==> src/rtl/t1lb_pkg.sv <==
package t1lb_pkg;

    typedef enum logic [1:0] {
        GEN_PASS  = 2'd0,
        GEN_ACT   = 2'd1,
        GEN_DEACT = 2'd2
    } gen_state_e;

    typedef enum logic {
        DET_FILL = 1'b0,
        DET_RUN  = 1'b1
    } det_state_e;

    typedef struct packed {
        logic       rx_framed;
        logic       tx_unframed;
        logic [1:0] code_sel;
    } lb_ctrl_t;

    function automatic gen_state_e sel_to_state(input logic [1:0] sel);
        gen_state_e s;
        unique case (sel)
            2'b01:   s = GEN_ACT;
            2'b10:   s = GEN_DEACT;
            default: s = GEN_PASS;
        endcase
        return s;
    endfunction

endpackage

==> src/rtl/lb_ctrl_dec.sv <==
module lb_ctrl_dec
    import t1lb_pkg::*;
(
    input  logic [3:0]  ctrl_i,
    output gen_state_e  gen_req_o,
    output logic        tx_unframed_o,
    output logic        rx_framed_o
);

    lb_ctrl_t word;

    always_comb begin
        word          = lb_ctrl_t'(ctrl_i);
        gen_req_o     = sel_to_state(word.code_sel);
        tx_unframed_o = word.tx_unframed;
        rx_framed_o   = word.rx_framed;
    end

endmodule

==> src/rtl/lb_code_gen.sv <==
module lb_code_gen
    import t1lb_pkg::*;
#(
    parameter int ACT_LEN   = 5,
    parameter int DEACT_LEN = 3
) (
    input  logic       clk,
    input  logic       rst_n,
    input  gen_state_e req_i,
    input  logic       unframed_i,
    input  logic       tx_data_i,
    input  logic       tx_fbit_i,
    output logic       tx_data_o
);

    localparam int MAX_LEN = (ACT_LEN > DEACT_LEN) ? ACT_LEN : DEACT_LEN;
    localparam int PW      = (MAX_LEN > 1) ? $clog2(MAX_LEN) : 1;
    localparam logic [PW-1:0] ACT_LAST   = PW'(ACT_LEN - 1);
    localparam logic [PW-1:0] DEACT_LAST = PW'(DEACT_LEN - 1);

    gen_state_e    state_q, state_n;
    logic [PW-1:0] phase_q;
    logic [PW-1:0] last_idx;
    logic          hold;

    // state register
    always_ff @(posedge clk or negedge rst_n) begin
        if (!rst_n) state_q <= GEN_PASS;
        else        state_q <= state_n;
    end

    // transitions: every state moves to the requested state
    always_comb begin
        state_n = state_q;
        unique case (req_i)
            GEN_ACT:   state_n = GEN_ACT;
            GEN_DEACT: state_n = GEN_DEACT;
            default:   state_n = GEN_PASS;
        endcase
    end

    assign last_idx = (state_q == GEN_ACT) ? ACT_LAST : DEACT_LAST;
    assign hold     = !unframed_i && tx_fbit_i;

    // pattern phase
    always_ff @(posedge clk or negedge rst_n) begin
        if (!rst_n) begin
            phase_q <= '0;
        end else if (state_n != state_q) begin
            phase_q <= '0;
        end else if (state_q != GEN_PASS && !hold) begin
            phase_q <= (phase_q == last_idx) ? '0 : phase_q + PW'(1);
        end
    end

    // outputs
    always_comb begin
        unique case (state_q)
            GEN_ACT, GEN_DEACT: tx_data_o = hold ? tx_data_i : (phase_q == last_idx);
            default:            tx_data_o = tx_data_i;
        endcase
    end


    act_phase_range_chk: assert property (@(posedge clk) disable iff (!rst_n)
        (state_q == GEN_ACT) |-> (phase_q <= ACT_LAST));


    deact_phase_range_chk: assert property (@(posedge clk) disable iff (!rst_n)
        (state_q == GEN_DEACT) |-> (phase_q <= DEACT_LAST));


    framed_hold_chk: assert property (@(posedge clk) disable iff (!rst_n)
        (state_q != GEN_PASS && !unframed_i && tx_fbit_i && state_n == state_q)
        |=> $stable(phase_q));


    restart_chk: assert property (@(posedge clk) disable iff (!rst_n)
        (state_n != state_q) |=> (phase_q == '0));

endmodule

==> src/rtl/lb_code_det.sv <==
module lb_code_det
    import t1lb_pkg::*;
#(
    parameter int PERIOD  = 5,
    parameter int WIN_LEN = 1000,
    parameter int ERR_TOL = 3
) (
    input  logic clk,
    input  logic rst_n,
    input  logic framed_i,
    input  logic rx_data_i,
    input  logic rx_fbit_i,
    output logic hit_o
);

    localparam int CW       = $clog2(WIN_LEN + 1);
    localparam int FW       = $clog2(PERIOD + 1);
    localparam int MIS_MAX  = 2 * ERR_TOL;
    localparam int ONES_NOM = WIN_LEN / PERIOD;
    localparam int SLACK    = WIN_LEN / 50;
    localparam int ONES_LO  = ONES_NOM - SLACK;
    localparam int ONES_HI  = ONES_NOM + SLACK;

    det_state_e        state_q, state_n;
    logic [PERIOD-1:0] hist_q;
    logic [FW-1:0]     fill_cnt;
    logic [CW-1:0]     bit_cnt, mis_cnt, ones_cnt;
    logic [CW-1:0]     mis_nxt, ones_nxt;
    logic              hit_q;
    logic              take, mis_bit, win_end, win_ok;

    assign take     = !(framed_i && rx_fbit_i);
    assign mis_bit  = rx_data_i ^ hist_q[PERIOD-1];
    assign mis_nxt  = mis_cnt + CW'(mis_bit);
    assign ones_nxt = ones_cnt + CW'(rx_data_i);
    assign win_end  = take && (state_q == DET_RUN) && (bit_cnt == CW'(WIN_LEN - 1));
    assign win_ok   = (mis_nxt <= CW'(MIS_MAX)) &&
                      (ones_nxt >= CW'(ONES_LO)) && (ones_nxt <= CW'(ONES_HI));

    // state register
    always_ff @(posedge clk or negedge rst_n) begin
        if (!rst_n) state_q <= DET_FILL;
        else        state_q <= state_n;
    end

    // transitions
    always_comb begin
        state_n = state_q;
        unique case (state_q)
            DET_FILL: if (take && fill_cnt == FW'(PERIOD - 1)) state_n = DET_RUN;
            DET_RUN:  state_n = DET_RUN;
        endcase
    end

    // datapath and flag
    always_ff @(posedge clk or negedge rst_n) begin
        if (!rst_n) begin
            hist_q   <= '0;
            fill_cnt <= '0;
            bit_cnt  <= '0;
            mis_cnt  <= '0;
            ones_cnt <= '0;
            hit_q    <= 1'b0;
        end else if (take) begin
            hist_q <= {hist_q[PERIOD-2:0], rx_data_i};
            unique case (state_q)
                DET_FILL: fill_cnt <= fill_cnt + FW'(1);
                DET_RUN: begin
                    if (win_end) begin
                        hit_q    <= win_ok;
                        bit_cnt  <= '0;
                        mis_cnt  <= '0;
                        ones_cnt <= '0;
                    end else begin
                        bit_cnt  <= bit_cnt + CW'(1);
                        mis_cnt  <= mis_nxt;
                        ones_cnt <= ones_nxt;
                    end
                end
            endcase
        end
    end

    assign hit_o = hit_q;


    flag_only_at_end_chk: assert property (@(posedge clk) disable iff (!rst_n)
        !win_end |=> $stable(hit_q));


    skip_fbit_chk: assert property (@(posedge clk) disable iff (!rst_n)
        (framed_i && rx_fbit_i) |=> ($stable(bit_cnt) && $stable(hist_q)));


    fill_no_flag_chk: assert property (@(posedge clk) disable iff (!rst_n)
        (state_q == DET_FILL) |-> !hit_q);


    mis_bound_chk: assert property (@(posedge clk) disable iff (!rst_n)
        (mis_cnt <= bit_cnt) && (ones_cnt <= bit_cnt));

endmodule

==> src/rtl/t1_lb_codec.sv <==
module t1_lb_codec
    import t1lb_pkg::*;
#(
    parameter int ACT_LEN   = 5,
    parameter int DEACT_LEN = 3,
    parameter int WIN_LEN   = 1000,
    parameter int ERR_TOL   = 3,
    parameter int STAT_W    = 8,
    parameter int ACT_BIT   = 3,
    parameter int DEACT_BIT = 4
) (
    input  logic              clk,
    input  logic              rst_n,
    input  logic [3:0]        ctrl_i,
    input  logic              tx_data_i,
    input  logic              tx_fbit_i,
    output logic              tx_data_o,
    input  logic              rx_data_i,
    input  logic              rx_fbit_i,
    output logic [STAT_W-1:0] status_o
);

    localparam int NUM_DET = 2;

    gen_state_e         gen_req;
    logic               tx_unframed, rx_framed;
    logic [NUM_DET-1:0] hit;

    lb_ctrl_dec u_dec (
        .ctrl_i        (ctrl_i),
        .gen_req_o     (gen_req),
        .tx_unframed_o (tx_unframed),
        .rx_framed_o   (rx_framed)
    );

    lb_code_gen #(
        .ACT_LEN   (ACT_LEN),
        .DEACT_LEN (DEACT_LEN)
    ) u_gen (
        .clk        (clk),
        .rst_n      (rst_n),
        .req_i      (gen_req),
        .unframed_i (tx_unframed),
        .tx_data_i  (tx_data_i),
        .tx_fbit_i  (tx_fbit_i),
        .tx_data_o  (tx_data_o)
    );

    for (genvar g = 0; g < NUM_DET; g++) begin : g_det
        lb_code_det #(
            .PERIOD  ((g == 0) ? ACT_LEN : DEACT_LEN),
            .WIN_LEN (WIN_LEN),
            .ERR_TOL (ERR_TOL)
        ) u_det (
            .clk       (clk),
            .rst_n     (rst_n),
            .framed_i  (rx_framed),
            .rx_data_i (rx_data_i),
            .rx_fbit_i (rx_fbit_i),
            .hit_o     (hit[g])
        );
    end

    always_comb begin
        status_o            = '0;
        status_o[ACT_BIT]   = hit[0];
        status_o[DEACT_BIT] = hit[1];
    end


    one_code_chk: assert property (@(posedge clk) disable iff (!rst_n)
        $onehot0(hit));

endmodule

==> config.mk <==
export PLATFORM = sky130hd
export DESIGN_NAME = t1_lb_codec
export DESIGN_NICKNAME = d
export VERILOG_FILES = /design/src/rtl/t1lb_pkg.sv /design/src/rtl/lb_ctrl_dec.sv /design/src/rtl/lb_code_gen.sv /design/src/rtl/lb_code_det.sv /design/src/rtl/t1_lb_codec.sv
export SDC_FILE = /design/constraint.sdc
export NUM_CORES = 1
export LEC_CHECK = 0
export BUFFER_PORTS_ARGS = -buffer_cell sky130_fd_sc_hd__buf_2
export CAP_MARGIN = 25
export CORE_MARGIN = 3
export CORE_UTILIZATION = 24
export CTS_BUF_LIST = sky130_fd_sc_hd__clkbuf_4 sky130_fd_sc_hd__clkbuf_8
export CTS_CLUSTER_DIAMETER = 150
export CTS_CLUSTER_SIZE = 25
export DETAILED_ROUTE_END_ITERATION = 10
export MAX_ROUTING_LAYER = met4
export SLEW_MARGIN = 10
export SYNTH_ARGS = -nofsm -noshare
export SYNTH_HDL_FRONTEND = slang
export SYNTH_HIERARCHICAL = 1
export SYNTH_SLANG_ARGS = --single-unit
==> constraint.sdc <==
create_clock -name clk -period 6.1 [get_ports clk]
set_clock_uncertainty 0.1 [all_clocks]
set_input_delay 0.305 -clock clk [delete_from_list [all_inputs] [get_ports clk]]
set_output_delay 0.305 -clock clk [all_outputs]
set_load 0.005 [all_outputs]
Word level (Yosys, flattened, before mapping). Index checks and enable logic that the tools add are counted.

Add/subtract/negate cells: 9. Order comparisons: 6. Equality and inequality tests: 12. Muxes and demuxes: 18. Bitwise gates (word level): 5. Reduce and logical (&&, ||, !) cells: 25.

Operators by type and width (number): $mux W10 (6); $add A10 B1 Y10 (4); $add A10 B1 Y10 const B (2); $eq A10 B10 Y1 const B (2); $le A10 B3 Y1 const B (2); $logic_and A1 B1 Y1 (13); $mux W3 (4); $ge A10 B8 Y1 const B (1); $ge A10 B9 Y1 const B (1); $le A10 B8 Y1 const B (1); $le A10 B9 Y1 const B (1); $eq A2 B2 Y1 const B (4); $pmux W2 S2 (2); $reduce_and A2 Y1 (4); $add A3 B1 Y3 const B (2); $eq A2 B1 Y1 const B (3); $reduce_and A3 Y1 (2); $mux W1 (4); $pmux W1 S2 (2); $reduce_bool A2 Y1 (2); $eq A3 B3 Y1 (1); $eq A3 B3 Y1 const B (1); $logic_not A1 Y1 (3); $not A1 Y1 (3); other kinds (4) (5).

Bits in registers: 82. Output and inout bits: 9. Logic and storage cells: 91.

Logic depth before layout (Yosys ltp). Gate-level depths: netlist (run 1).

Word-level depth: 6. Gate-level depth with buffers: 9. Gate-level depth less buffers: 9.

Modules after synthesis. Netlist (run 1), hierarchy kept.

By module, submodules not included: lb_code_det at g_det[0].u_det (instances 1, cells each 239, area an instance 2220.9 um^2); lb_code_det at g_det[1].u_det (instances 1, cells each 238, area an instance 2182.1 um^2); lb_code_gen (instances 1, cells each 37, area an instance 351.6 um^2); t1_lb_codec (instances 1, cells each 7, area an instance 48.8 um^2); lb_ctrl_dec (instances 1, cells each 4, area an instance 30.0 um^2).

Worst setup path after synthesis (run 1). No wires, ideal clock.

Path type: flip-flop to flip-flop. Start: register g_det[0].u_det.hist_q[4]. End: register g_det[0].u_det.hit_q. Library setup time: 0.076 ns. Arrival time: 2.047 ns. Data required time: 5.924 ns. Path slack: 3.877 ns. Cell stages (with the launch flop): 10. Period minus slack after synthesis: 2.223 ns. Cell sequence: dfrtp_1 xor2_1 ha_1 ha_1 and3_4 and3_1 or4_1 o22ai_1 nand4_1 o21ai_1.

Longest elaborated chain between the ends: 5.

RTL lines: start, declared (line lb_code_det.sv:25) `logic [PERIOD-1:0] hist_q;`; start signal, assigned (line lb_code_det.sv:65) `hist_q <= {hist_q[PERIOD-2:0], rx_data_i};`; $xor A1 B1 Y1 (line lb_code_det.sv:33) `assign mis_bit = rx_data_i ^ hist_q[PERIOD-1];`; $add A10 B1 Y10 (line lb_code_det.sv:34) `assign mis_nxt = mis_cnt + CW'(mis_bit);`; $le A10 B3 Y1 (line lb_code_det.sv:37) `assign win_ok = (mis_nxt <= CW'(MIS_MAX)) &&`; $logic_and A1 B1 Y1 (line lb_code_det.sv:37); $logic_and A1 B1 Y1 (line lb_code_det.sv:38) `(ones_nxt >= CW'(ONES_LO)) && (ones_nxt <= CW'(ONES_HI));`; end signal, assigned (line lb_code_det.sv:70) `hit_q <= win_ok;`; end, declared (line lb_code_det.sv:29) `logic hit_q;`.

Every way passes these cells. A chain may end at the register's enable or synchronous reset.

Final worst setup path (run 1).
Start: register g_det[1].u_det.state_q. End: register g_det[1].u_det.ones_cnt[5].

Longest elaborated chain between the ends: 3. Elaborated cells between the ends (all ways): 4. Classes of those cells: mux: 1; reduce/logical: 3.

RTL lines: start, declared (line lb_code_det.sv:24) `det_state_e state_q, state_n;`; start signal, assigned (line lb_code_det.sv:43) `else state_q <= state_n;`; $logic_and A1 B1 Y1 (2 in a row) (line lb_code_det.sv:36) `assign win_end = take && (state_q == DET_RUN) && (bit_cnt == CW'(WIN_LEN - 1));`; $mux W10 (line lb_code_det.sv:69) `if (win_end) begin`; end signal, assigned (line lb_code_det.sv:77) `ones_cnt <= ones_nxt;`; end, declared (line lb_code_det.sv:27) `logic [CW-1:0] bit_cnt, mis_cnt, ones_cnt;`.

Parallel ways exist; a longest one is shown, timed or not.

==> metrics.txt, run 1 <==
# TYPE chip_impl_metric gauge
chip_impl_info{name="critical_path.startpoint_type",value="register"} 1
chip_impl_metric{name="sw_frac_of_total",unit=""} 0.366
chip_impl_metric{name="power.share.clock",unit=""} 0.238
chip_impl_metric{name="cell_row_count",unit=""} 51
chip_impl_metric{name="wirelength",unit="um"} 9720
chip_impl_metric{name="period_share",unit=""} 0.417
chip_impl_metric{name="grt_pass1_vias",unit=""} 3517
chip_impl_metric{name="timing.max_slew.rel_slack",unit=""} 0.486
chip_impl_metric{name="power.internal",unit="mW"} 1.09
chip_impl_info{name="cts_tree",value="built"} 1
chip_impl_metric{name="top_level_ports",unit=""} 19
chip_impl_metric{name="io_buffer_count",unit=""} 12
chip_impl_metric{name="cts-htree-levels",unit=""} 3
chip_impl_metric{name="antennaDiodeCount",unit=""} 0
chip_impl_metric{name="max_stage_delay",unit="ns"} 0.67
chip_impl_metric{name="finalHoldViolations",unit=""} 0
chip_impl_info{name="timing.hold.worst.class",value="primary input to register"} 1
chip_impl_metric{name="post-route-util",unit=""} 0.269
chip_impl_metric{name="path_clk_slew",unit="ns"} 0.09
chip_impl_metric{name="die_height",unit="um"} 148
chip_impl_metric{name="core-area",unit="mm^2"} 0.0197
chip_impl_metric{name="fin_area",unit="mm^2"} 0.00529
chip_impl_metric{name="sequential_to_total_area_share_from_yosys_stat",unit=""} 0.425
chip_impl_metric{name="detail_route.drc_violations",unit=""} 0
chip_impl_metric{name="clock_sink_count",unit=""} 82
chip_impl_info{name="synth_area_leader_cell",value="dfrtp_1"} 1
chip_impl_metric{name="die-width",unit="um"} 148
chip_impl_info{name="crit_path_end_kind",value="register"} 1
chip_impl_metric{name="clk_latency",unit="ns"} 0.36
chip_impl_info{name="synth_flop_cell",value="dfrtp_1"} 1
chip_impl_metric{name="cts_made_buffers",unit=""} 9
chip_impl_metric{name="worst_slew_pin_slew",unit="ns"} 0.772
chip_impl_metric{name="vdd_drop_max",unit="uV"} 113
chip_impl_metric{name="layout_min_cycle_time",unit="ns"} 2.54
chip_impl_metric{name="grt_max_degree",unit=""} 61
chip_impl_metric{name="synth-warning-count",unit=""} 6
chip_impl_info{name="critPathKind",value="register to register"} 1
chip_impl_info{name="synth.cells.most_frequent",value="dfrtp_1, nand2_1, o21ai_0, nand3_1, nor2_1"} 1
chip_impl_metric{name="layout.nets",unit=""} 551
chip_impl_metric{name="postSynthRegisterBits",unit=""} 82
chip_impl_metric{name="syn_inst",unit=""} 525
chip_impl_metric{name="max_cap_violations",unit=""} 0
chip_impl_metric{name="switchingPower",unit="uW"} 631
chip_impl_metric{name="avg_synthesized_cell_area",unit="um^2"} 9.21
chip_impl_metric{name="grt_use_total",unit=""} 0.0940
chip_impl_metric{name="grt_overflow_total",unit=""} 0
chip_impl_info{name="cts_root_buffer",value="clkbuf_8"} 1
chip_impl_metric{name="arr_time_crit_path",unit="ns"} 2.70
chip_impl_metric{name="finalSetupTns",unit="ns"} 0
chip_impl_metric{name="avg_wl_per_cell",unit="um"} 12.2
chip_impl_info{name="worst_path_slowest_cell",value="and2_1"} 1
chip_impl_info{name="grt_setup_unrepaired",value="false"} 1
chip_impl_metric{name="via_per_inst",unit=""} 4.67
chip_impl_metric{name="final_max_slew_viol_count",unit=""} 0
chip_impl_info{name="area_contributors_post_synth",value="dfrtp_1, nand2_1, ha_1, o21ai_0, xnor2_1"} 1
chip_impl_metric{name="critPathBufInv",unit=""} 0
chip_impl_metric{name="cts_post_setup_buffers_inserted",unit=""} 0
chip_impl_metric{name="power_frac_comb",unit=""} 0.272
chip_impl_info{name="most_instantiated_library_cell_after_synthesis",value="dfrtp_1"} 1
chip_impl_metric{name="detailedPlace.worstSlack",unit="ns"} 3.46
chip_impl_metric{name="ys_types",unit=""} 71
chip_impl_metric{name="detailedRoute.firstIterationViolations",unit=""} 170
chip_impl_metric{name="hpwlAfterDp",unit="um"} 6610
chip_impl_metric{name="worst-r2r-setup-slack",unit="ns"} 3.56
chip_impl_metric{name="gpl.final_weighted_congestion",unit=""} 0.775
chip_impl_metric{name="fraction_of_layout_instances_using_a_drive_strength_above_1",unit=""} 0.108
chip_impl_metric{name="post_dp_cell_area",unit="mm^2"} 0.00508
chip_impl_metric{name="worst-path-max-fanout",unit=""} 19
chip_impl_metric{name="syn-cell-area",unit="mm^2"} 0.00483
chip_impl_metric{name="number_of_flops_mapped_to_enable_cells_by_yosys",unit=""} 0
chip_impl_metric{name="share_of_flip_flops_with_an_asynchronous_set_or_reset",unit=""} 1.00
chip_impl_metric{name="die-area",unit="mm^2"} 0.0219
chip_impl_metric{name="synth_top_area_share",unit=""} 0.425
chip_impl_metric{name="start_util",unit=""} 0.246
chip_impl_metric{name="p_leak",unit="nW"} 2.22
chip_impl_metric{name="totalPowerFinal",unit="mW"} 1.73
chip_impl_metric{name="p_seq_frac",unit=""} 0.490
chip_impl_info{name="outcome",value="complete, no violations"} 1
chip_impl_metric{name="antenna_left",unit=""} 0
chip_impl_metric{name="max_buffers_root_to_sink",unit=""} 2
chip_impl_metric{name="route.vias.total",unit=""} 3716
chip_impl_metric{name="cp.required",unit="ns"} 6.25
chip_impl_metric{name="fmax",unit="MHz"} 393
chip_impl_info{name="critical-path-top-delay-family",value="simple AND/OR/NAND/NOR gates"} 1
chip_impl_metric{name="pd_cells",unit="mW/mm^2"} 326
chip_impl_metric{name="area_delta_synth_final",unit="%"} 9.47
chip_impl_info{name="crit_chain",value="a21boi_4, and3_1, and2_1, o21ai_1, a22o_1"} 1
chip_impl_metric{name="finalSetupViolCount",unit=""} 0
chip_impl_metric{name="post-route-worst-setup-slack",unit="ns"} 3.56
chip_impl_metric{name="initial_antenna_violation_count",unit=""} 0
chip_impl_metric{name="dr.pass1.iters",unit=""} 4
chip_impl_metric{name="grt_pass1_wl",unit="um"} 16900
## routing by layer
metal / wire length (um) / global-route usage / vias up / share of wire
met5: 0 / - / - / 0
met4: 79 / 0.0203 / 0 / 0.0081
met3: 349 / 0.0248 / 10 / 0.036
met2: 4370 / 0.142 / 60 / 0.45
met1: 4920 / 0.128 / 1773 / 0.51
li1: - / - / 1873 / -
## registers in the layout, summed over array words and instances, names as in the netlist
signal                count
g_det.u_det/bit_cnt      20
g_det.u_det/mis_cnt      20
g_det.u_det/ones_cnt     20
g_det.u_det/hist_q        8
g_det.u_det/fill_cnt      5
u_gen/phase_q             3
g_det.u_det/hit_o         2
g_det.u_det/state_q       2
u_gen/state_q             2
## cell type report
type                    count  area [um^2]
clock inverters             6         65.1
fillers                  2167        14400
inverters                  15         56.3
flip-flops and latches     82         2050
well taps                 265          332
multi-input cells         403         2570
clock buffers              10          138
repair buffers             14         80.1
## timing repair
item,4_1_cts,5_1_grt
hold buffers,1,0
resized for setup,0,0
hold endpoints to repair,22,0
## power by group through the flow
stage,Combinational (mW),Sequential (mW),Clock (mW)
final,0.470,0.846,0.410
after global routing,0.545,0.873,0.449
after CTS,0.473,0.845,0.427
after detailed placement,0.472,0.852,0
after global placement,0.461,0.851,0
after floorplan,0.422,0.791,0
## worst paths after layout
check | depth (start not counted) | start | endpoint
min reg2reg | 2 | g_det[0].u_det/mis_cnt[0] | g_det[0].u_det/mis_cnt[0]
max in group asynchronous | 3 | rst_n | g_det[0].u_det/mis_cnt[3]
max | 5 | g_det[1].u_det/state_q | g_det[1].u_det/ones_cnt[5]
min in group asynchronous | 2 | rst_n | g_det[0].u_det/mis_cnt[9]
min | 3 | ctrl_i[0] | u_gen/state_q[0]
max reg2reg | 5 | g_det[1].u_det/state_q | g_det[1].u_det/ones_cnt[5]
## cells by family (layout without fill, tap and decap cells)
group	count (synthesis)	count (layout)	share of synthesized area
other	1	6	0.000776
flip-flops	82	82	0.425
buffers and inverters	45	45	0.0479
AO/OA/AOI/OAI	127	127	0.174
adder cells (fa/ha/maj)	16	16	0.0414
XOR/XNOR	28	28	0.0507
multiplexers	12	12	0.0269
AND/OR/NAND/NOR	214	214	0.234
## through the flow
stage	hold slack, ns	cells
floorplan	-0.0906	530
global placement	0.127	778
detailed placement	0.130	778
CTS	0.125	795
global route	0.158	795
finish	0.138	795
## worst reg2reg max path: stages, from the launching register on
cell and delay (ns):
dfrtp_1 0.39, a21boi_4 0.44, and3_1 0.44, and2_1 0.67
o21ai_1 0.16, a22o_1 0.25
## layout by cell type, fill, tap and decap left out, drive strengths merged, types with 8 or more instances in the layout
cell	instances
mux2	8
nor3	14
a22o	8
nand4	13
a21oi	20
nor2	26
nand2	79
and3	11
xnor2	16
nand3	28
inv	16
xor2	12
buf	13
clkbuf	10
nand2b	8
o31ai	13
o21ai	51
ha	16
dfrtp	82
Note: power is estimated with default switching activity, not from simulation.
==> run 2: changes to the inputs <==
ABC_AREA = 1   (was default)
clock period = 2.1 ns   (was 6.1 ns; I/O delays follow)
==> run 2 against run 1 <==
Against the previous run: non-clock buffer count grew 19; clock power grew to 2.9 times the previous value; power grew to 3.2 times the previous value; core utilization grew 1.6 points; global-route usage is essentially flat; wire length shrank 2.9%; setup slack lost 3.4 ns; critical path type is now primary input to register; largest power group unchanged; highest routed layer unchanged.
==> metrics.txt, run 2 <==
# TYPE chip_impl_metric gauge
chip_impl_metric{name="post-route-worst-setup-slack",unit="ns"} 0.193
chip_impl_info{name="cts_tree",value="built"} 1
chip_impl_metric{name="die-area",unit="mm^2"} 0.0224
chip_impl_metric{name="totalPowerFinal",unit="mW"} 5.52
chip_impl_metric{name="sw_frac_of_total",unit=""} 0.382
chip_impl_metric{name="dr.pass1.iters",unit=""} 4
chip_impl_metric{name="max_buffers_root_to_sink",unit=""} 2
chip_impl_metric{name="avg_wl_per_cell",unit="um"} 9.99
chip_impl_metric{name="avg_synthesized_cell_area",unit="um^2"} 7.70
chip_impl_info{name="area_contributors_post_synth",value="dfrtp_1, nand2_1, inv_1, nand3_1, ha_1"} 1
chip_impl_metric{name="cell_row_count",unit=""} 51
chip_impl_info{name="layout_commonest_cell",value="nand2_1"} 1
chip_impl_info{name="most_instantiated_library_cell_after_synthesis",value="nand2_1"} 1
chip_impl_metric{name="grt_overflow_total",unit=""} 0
chip_impl_info{name="layout_common_cells",value="nand2_1, inv_1, dfrtp_1"} 1
chip_impl_metric{name="grt_pass1_wl",unit="um"} 16900
chip_impl_metric{name="period_share",unit=""} 0.908
chip_impl_metric{name="compound_cell_area_share_of_the_yosys_netlist",unit=""} 0.0905
chip_impl_metric{name="core-area",unit="mm^2"} 0.0199
chip_impl_metric{name="switchingPower",unit="mW"} 2.11
chip_impl_metric{name="fraction_of_layout_instances_using_a_drive_strength_above_1",unit=""} 0.155
chip_impl_info{name="biggestRegsByFlops",value="g_det.u_det/bit_cnt (20), g_det.u_det/mis_cnt (20), g_det.u_det/ones_cnt (20)"} 1
chip_impl_info{name="outcome",value="complete, no violations"} 1
chip_impl_info{name="synth_area_leader_cell",value="dfrtp_1"} 1
chip_impl_metric{name="finalHoldViolations",unit=""} 0
chip_impl_metric{name="antenna_left",unit=""} 0
chip_impl_metric{name="io_buffer_count",unit=""} 12
chip_impl_metric{name="count_of_placed_standard_cells_in_the_final_layout_fillers_left_out",unit=""} 944
chip_impl_metric{name="final_worst_hold_slack",unit="ns"} 0.0459
chip_impl_metric{name="synth-xor-area-share",unit=""} 0.0212
chip_impl_info{name="critical_path.startpoint_type",value="primary input"} 1
chip_impl_metric{name="power_frac_comb",unit=""} 0.333
chip_impl_info{name="timing.hold.worst.class",value="primary input to asynchronous set/reset pin"} 1
chip_impl_metric{name="synthSimpleGateAreaFrac",unit=""} 0.334
chip_impl_metric{name="cts_made_buffers",unit=""} 9
chip_impl_metric{name="gpl.final_weighted_congestion",unit=""} 0.799
chip_impl_info{name="cts_root_buffer",value="clkbuf_8"} 1
chip_impl_metric{name="final_max_slew_viol_count",unit=""} 0
chip_impl_metric{name="wirelength",unit="um"} 9430
chip_impl_metric{name="clock_sink_count",unit=""} 82
chip_impl_metric{name="start_util",unit=""} 0.249
chip_impl_metric{name="grt_use_total",unit=""} 0.0939
chip_impl_metric{name="p_leak",unit="nW"} 2.77
chip_impl_metric{name="pd_cells",unit="mW/mm^2"} 973
chip_impl_metric{name="post-route-util",unit=""} 0.285
chip_impl_metric{name="place.detailed.instances",unit=""} 918
chip_impl_info{name="critPathKind",value="primary input to register"} 1
chip_impl_metric{name="area_delta_synth_final",unit="%"} 14.4
chip_impl_metric{name="fmax",unit="MHz"} 524
chip_impl_metric{name="finalSetupViolCount",unit=""} 0
chip_impl_metric{name="syn_inst",unit=""} 644
chip_impl_metric{name="detail_route.drc_violations",unit=""} 0
chip_impl_metric{name="initial_antenna_violation_count",unit=""} 0
chip_impl_metric{name="worst-path-max-fanout",unit=""} 6
chip_impl_metric{name="cp.required",unit="ns"} 2.30
chip_impl_info{name="synth_top_family_by_area",value="simple AND/OR/NAND/NOR gates"} 1
chip_impl_metric{name="postSynthRegisterBits",unit=""} 82
chip_impl_metric{name="die_height",unit="um"} 150
chip_impl_info{name="crit_path_end_kind",value="register"} 1
chip_impl_metric{name="sequential_to_total_area_share_from_yosys_stat",unit=""} 0.414
chip_impl_metric{name="die-width",unit="um"} 150
chip_impl_metric{name="share_of_flip_flops_with_an_asynchronous_set_or_reset",unit=""} 1.00
chip_impl_metric{name="ys_types",unit=""} 41
chip_impl_metric{name="synth_top_area_share",unit=""} 0.414
chip_impl_metric{name="detailedRoute.firstIterationViolations",unit=""} 182
chip_impl_metric{name="synth-warning-count",unit=""} 6
chip_impl_info{name="rr_startpoint",value="g_det[1].u_det/hist_q[2]"} 1
chip_impl_metric{name="top_level_ports",unit=""} 19
chip_impl_metric{name="max_cap_violations",unit=""} 0
chip_impl_metric{name="synthAdderAreaFrac",unit=""} 0.0404
chip_impl_info{name="synth.cells.most_frequent",value="nand2_1, inv_1, dfrtp_1, nand3_1, nor2_1"} 1
chip_impl_metric{name="syn-cell-area",unit="mm^2"} 0.00496
chip_impl_metric{name="hpwlAfterDp",unit="um"} 6840
chip_impl_metric{name="synth_mux_area_frac",unit=""} 0.00227
chip_impl_metric{name="clk_latency",unit="ns"} 0.36
chip_impl_metric{name="layout.nets",unit=""} 700
chip_impl_metric{name="number_of_flops_mapped_to_enable_cells_by_yosys",unit=""} 0
chip_impl_metric{name="arr_time_crit_path",unit="ns"} 2.10
chip_impl_info{name="synth_flop_cell",value="dfrtp_1"} 1
chip_impl_metric{name="vdd_drop_max",unit="uV"} 295
chip_impl_metric{name="grt_pass1_vias",unit=""} 3805
chip_impl_metric{name="power.share.clock",unit=""} 0.217
chip_impl_info{name="startpoint",value="rx_data_i"} 1
chip_impl_metric{name="via_per_inst",unit=""} 4.20
chip_impl_metric{name="route.vias.total",unit=""} 3967
chip_impl_metric{name="grt_max_degree",unit=""} 45
chip_impl_metric{name="cts-htree-levels",unit=""} 3
chip_impl_metric{name="layout_min_cycle_time",unit="ns"} 1.91
chip_impl_metric{name="p_seq_frac",unit=""} 0.450
chip_impl_metric{name="antennaDiodeCount",unit=""} 0
chip_impl_metric{name="power.internal",unit="mW"} 3.41
chip_impl_metric{name="detailedPlace.worstSlack",unit="ns"} 0.202
chip_impl_metric{name="path_clk_slew",unit="ns"} 0.08
-- run 2: cell types whose count changed after synthesis, sizes merged, moves of 10 or more --
cell	delta
nand2	+122
inv	+76
nor2	+44
nand3	+34
o21ai	-26
o22ai	+20
o31ai	-13
xnor2	-11
and3	-10
clkbuf	-10
-- run 2: cell families after synthesis --
kind of cell,after synthesis
xor+xnor,12
fa+ha+maj,16
mux,1
other cells,1
compound gates,69
buf+inv,110
flops,82
simple gates,353
-- run 2: final cells by class --
| type | instances | area, um^2 |
|---|---|---|
| clock inverter | 2 | 35.0 |
| clock buffer | 14 | 174 |
| inverter | 91 | 342 |
| tap | 265 | 332 |
| sequential | 82 | 2050 |
| timing repair buffer | 33 | 262 |
| multi-input combinational | 457 | 2480 |
| fill | 2177 | 14200 |
-- run 2: stage by stage --
stage | cell area (um^2) | setup TNS, ns
floorplan | 4980 | 0
global placement | 5330 | 0
detailed placement | 5330 | 0
CTS | 5630 | 0
global route | 5670 | -0.00546
finish | 5670 | 0
-- run 2: power by group through the flow --
stage / Clock (mW) / Sequential, mW / Combinational (mW)
floorplan: 0 / 2.37 / 1.51
global placement: 0 / 2.49 / 1.78
detailed placement: 0 / 2.50 / 1.79
CTS: 1.26 / 2.47 / 1.81
global route: 1.32 / 2.56 / 2.15
finish: 1.20 / 2.48 / 1.84
-- run 2: worst paths after layout --
check	endpoint	cells after the start	slack (ns)
min	g_det[0].u_det/hit_o	2	0.05
max	g_det[1].u_det/hit_o	15	0.19
min in group clk	u_gen/phase_q[1]	6	0.16
min reg2reg	g_det[0].u_det/fill_cnt[2]	1	0.38
max reg2reg	g_det[1].u_det/hit_o	13	0.25
max in group asynchronous	g_det[1].u_det/ones_cnt[3]	3	1.26
-- run 2: what timing repair did --
action / 4_1_cts / 5_1_grt
endpoints found under the setup margin: 0 / 2
hold buffers: 9 / 0
resized for setup: 0 / 11
buffers inserted: 0 / 1
hold endpoints to repair: 89 / 0
-- run 2: per-layer routing --
layer / routed length (um) / vias up / GRT usage
li1: - / 2106 / -
met1: 4770 / 1822 / 0.118
met2: 4320 / 30 / 0.149
met3: 231 / 9 / 0.0242
met4: 109 / 0 / 0.0293
met5: 0 / - / -
-- run 2: worst max-delay path: stages --
cell and delay, ns:
dlygate4sd3_1 0.55, buf_6 0.14, xor2_1 0.17, ha_2 0.23, ha_4 0.15, nand2_2 0.07, nor2_4 0.15, nand2_1 0.07
nand2_1 0.05, nand2_1 0.07, nor2_2 0.10, nand2_1 0.05, nor2_1 0.09, nand2_1 0.05, nand2_1 0.05
==> run 3: changes to the inputs <==
CORE_MARGIN = 10   (was 3)
==> run 3 against run 2 <==
Against the previous run: non-clock buffer count stayed put; via count is 0.91% higher; clock power is 17% higher; setup slack worse by 0.085 ns; wire length is 4.2% higher; worst hold slack better by 0.098 ns; global-route usage is 1.4 points lower; critical endpoint is now u_gen/state_q[0].
==> metrics.txt, run 3 (synthesis gave the netlist of run 2 again) <==
# TYPE chip_impl_metric gauge
chip_impl_metric{name="p_leak",unit="nW"} 2.78
chip_impl_metric{name="detailedRoute.firstIterationViolations",unit=""} 171
chip_impl_metric{name="arr_time_crit_path",unit="ns"} 2.19
chip_impl_metric{name="grt_max_degree",unit=""} 42
chip_impl_metric{name="wirelength",unit="um"} 9830
chip_impl_metric{name="max_buffers_root_to_sink",unit=""} 2
chip_impl_metric{name="area_delta_synth_final",unit="%"} 15.5
chip_impl_metric{name="cell_row_count",unit=""} 52
chip_impl_info{name="timing.hold.worst.class",value="primary input to register"} 1
chip_impl_info{name="biggestRegsByFlops",value="g_det.u_det/bit_cnt (20), g_det.u_det/mis_cnt (20), g_det.u_det/ones_cnt (20)"} 1
chip_impl_metric{name="pd_cells",unit="mW/mm^2"} 1000
chip_impl_metric{name="path_clk_slew",unit="ns"} 0.09
chip_impl_metric{name="cp.required",unit="ns"} 2.30
chip_impl_metric{name="finalHoldViolations",unit=""} 0
chip_impl_metric{name="period_share",unit=""} 0.949
chip_impl_info{name="regToRegEndpoint",value="g_det[0].u_det/hit_o"} 1
chip_impl_metric{name="gpl.final_weighted_congestion",unit=""} 0.839
chip_impl_metric{name="grt_pass1_vias",unit=""} 3843
chip_impl_metric{name="fraction_of_layout_instances_using_a_drive_strength_above_1",unit=""} 0.158
chip_impl_metric{name="worst-path-max-fanout",unit=""} 3
chip_impl_metric{name="cts_made_buffers",unit=""} 9
chip_impl_info{name="layout_common_cells",value="nand2_1, inv_1, dfrtp_1"} 1
chip_impl_metric{name="clock_sink_count",unit=""} 82
chip_impl_metric{name="cts-htree-levels",unit=""} 3
chip_impl_metric{name="die-width",unit="um"} 164
chip_impl_metric{name="place.detailed.instances",unit=""} 923
chip_impl_info{name="worstHoldEndpoint",value="u_gen/phase_q[1]"} 1
chip_impl_metric{name="r2r.worst_path.cells",unit=""} 12
chip_impl_metric{name="hpwlAfterDp",unit="um"} 7010
chip_impl_info{name="cts_root_buffer",value="clkbuf_8"} 1
chip_impl_metric{name="layout_min_cycle_time",unit="ns"} 1.99
chip_impl_metric{name="post-route-util",unit=""} 0.282
chip_impl_metric{name="fmax",unit="MHz"} 502
chip_impl_metric{name="antennaDiodeCount",unit=""} 0
chip_impl_metric{name="layout.filler_cells",unit=""} 2213
chip_impl_metric{name="vdd_drop_max",unit="uV"} 392
chip_impl_info{name="grt_setup_unrepaired",value="true"} 1
chip_impl_info{name="rr_startpoint",value="g_det[0].u_det/hist_q[4]"} 1
chip_impl_metric{name="worst_slew_pin_slew",unit="ns"} 0.557
chip_impl_metric{name="finalSetupViolCount",unit=""} 0
chip_impl_metric{name="io_buffer_count",unit=""} 12
chip_impl_metric{name="detail_route.drc_violations",unit=""} 0
chip_impl_info{name="crit_path_end_kind",value="register"} 1
chip_impl_metric{name="die_height",unit="um"} 164
chip_impl_info{name="critical_path.startpoint_type",value="primary input"} 1
chip_impl_info{name="timing.hold.worst.start",value="tx_fbit_i"} 1
chip_impl_metric{name="avg_wl_per_cell",unit="um"} 10.4
chip_impl_metric{name="dr.pass1.iters",unit=""} 5
chip_impl_metric{name="max_cap_violations",unit=""} 0
chip_impl_metric{name="via_per_inst",unit=""} 4.22
chip_impl_metric{name="final_max_slew_viol_count",unit=""} 0
chip_impl_metric{name="grt_use_total",unit=""} 0.0801
chip_impl_metric{name="grt_pass1_wl",unit="um"} 17400
chip_impl_metric{name="core-area",unit="mm^2"} 0.0203
chip_impl_metric{name="count_of_placed_standard_cells_in_the_final_layout_fillers_left_out",unit=""} 949
chip_impl_info{name="outcome",value="complete, no violations"} 1
chip_impl_metric{name="die-area",unit="mm^2"} 0.0268
chip_impl_metric{name="hold_depth",unit=""} 6
chip_impl_metric{name="top_level_ports",unit=""} 19
chip_impl_metric{name="route.vias.total",unit=""} 4003
chip_impl_info{name="critPathKind",value="primary input to register"} 1
chip_impl_metric{name="start_util",unit=""} 0.244
chip_impl_metric{name="grt_overflow_total",unit=""} 0
chip_impl_metric{name="clk_latency",unit="ns"} 0.36
chip_impl_metric{name="worst-r2r-setup-slack",unit="ns"} 0.19
chip_impl_metric{name="initial_antenna_violation_count",unit=""} 0
chip_impl_info{name="layout_commonest_cell",value="nand2_1"} 1
chip_impl_metric{name="layout.nets",unit=""} 700
chip_impl_info{name="cts_tree",value="built"} 1
chip_impl_metric{name="antenna_left",unit=""} 0
chip_impl_metric{name="timing.max_slew.rel_slack",unit=""} 0.628
-- run 3: through the flow --
stage / power, mW / setup slack (ns) / instance area, um^2 / hold slack, ns / setup TNS [ns]
finish: 5.73 / 0.108 / 5730 / 0.144 / 0
global placement: 4.27 / 0.248 / 5340 / 0.0299 / 0
global route: 6.23 / -0.0475 / 5730 / 0.161 / -0.0475
floorplan: 3.88 / 0.257 / 4980 / -0.291 / 0
detailed placement: 4.29 / 0.216 / 5340 / 0.0430 / 0
CTS: 5.74 / 0.0997 / 5670 / 0.121 / 0
-- run 3: area by class of cell --
type,count,area (um^2),area share
Multi-Input combinational cell,457,2490,0.435
Timing Repair Buffer,33,262,0.0457
Clock buffer,11,139,0.0242
Clock inverter,5,103,0.0179
Tap cell,270,338,0.0590
Inverter,91,342,0.0596
Sequential cell,82,2050,0.358
-- run 3: worst max path at each step --
stage / from / to / cells after the start
6_report: ctrl_i[0] / u_gen/state_q[0] / 8
5_1_grt: rx_data_i / g_det[0].u_det/hit_o / 15
4_1_cts: rx_data_i / g_det[1].u_det/hit_o / 15
3_5_place_dp: g_det[0].u_det/hist_q[4] / g_det[0].u_det/hit_o / 13
3_3_place_gp: g_det[1].u_det/hist_q[2] / g_det[1].u_det/hit_o / 13
2_1_floorplan: g_det[1].u_det/hist_q[2] / g_det[1].u_det/hit_o / 13
-- run 3: routing by layer --
layer / track usage / part of all wire / up-vias
met5: - / 0 / -
met4: 0.0207 / 0.011 / 0
met3: 0.0245 / 0.041 / 8
met2: 0.131 / 0.47 / 40
met1: 0.0937 / 0.48 / 1853
li1: - / - / 2102
-- run 3: timing repair --
item / 4_1_cts / 5_1_grt
resized for setup: 0 / 13
endpoints found under the setup margin: 0 / 3
setup buffers: 0 / 1
hold endpoints to repair: 45 / 0
hold buffers: 9 / 0
-- run 3: critical path, stage by stage --
cell and delay, ns:
dlygate4sd3_1 0.54, buf_2 0.12, inv_1 0.05, nor2_2 0.12
dlygate4sd3_1 0.59, nand2_2 0.07, dlygate4sd3_1 0.55, inv_1 0.05
-- run 3: where the power goes --
group / leakage [nW] / internal, mW / switching, mW
Sequential: 1.01 / 2.01 / 0.473
Clock: 0.120 / 0.815 / 0.587
Combinational: 1.65 / 0.739 / 1.10
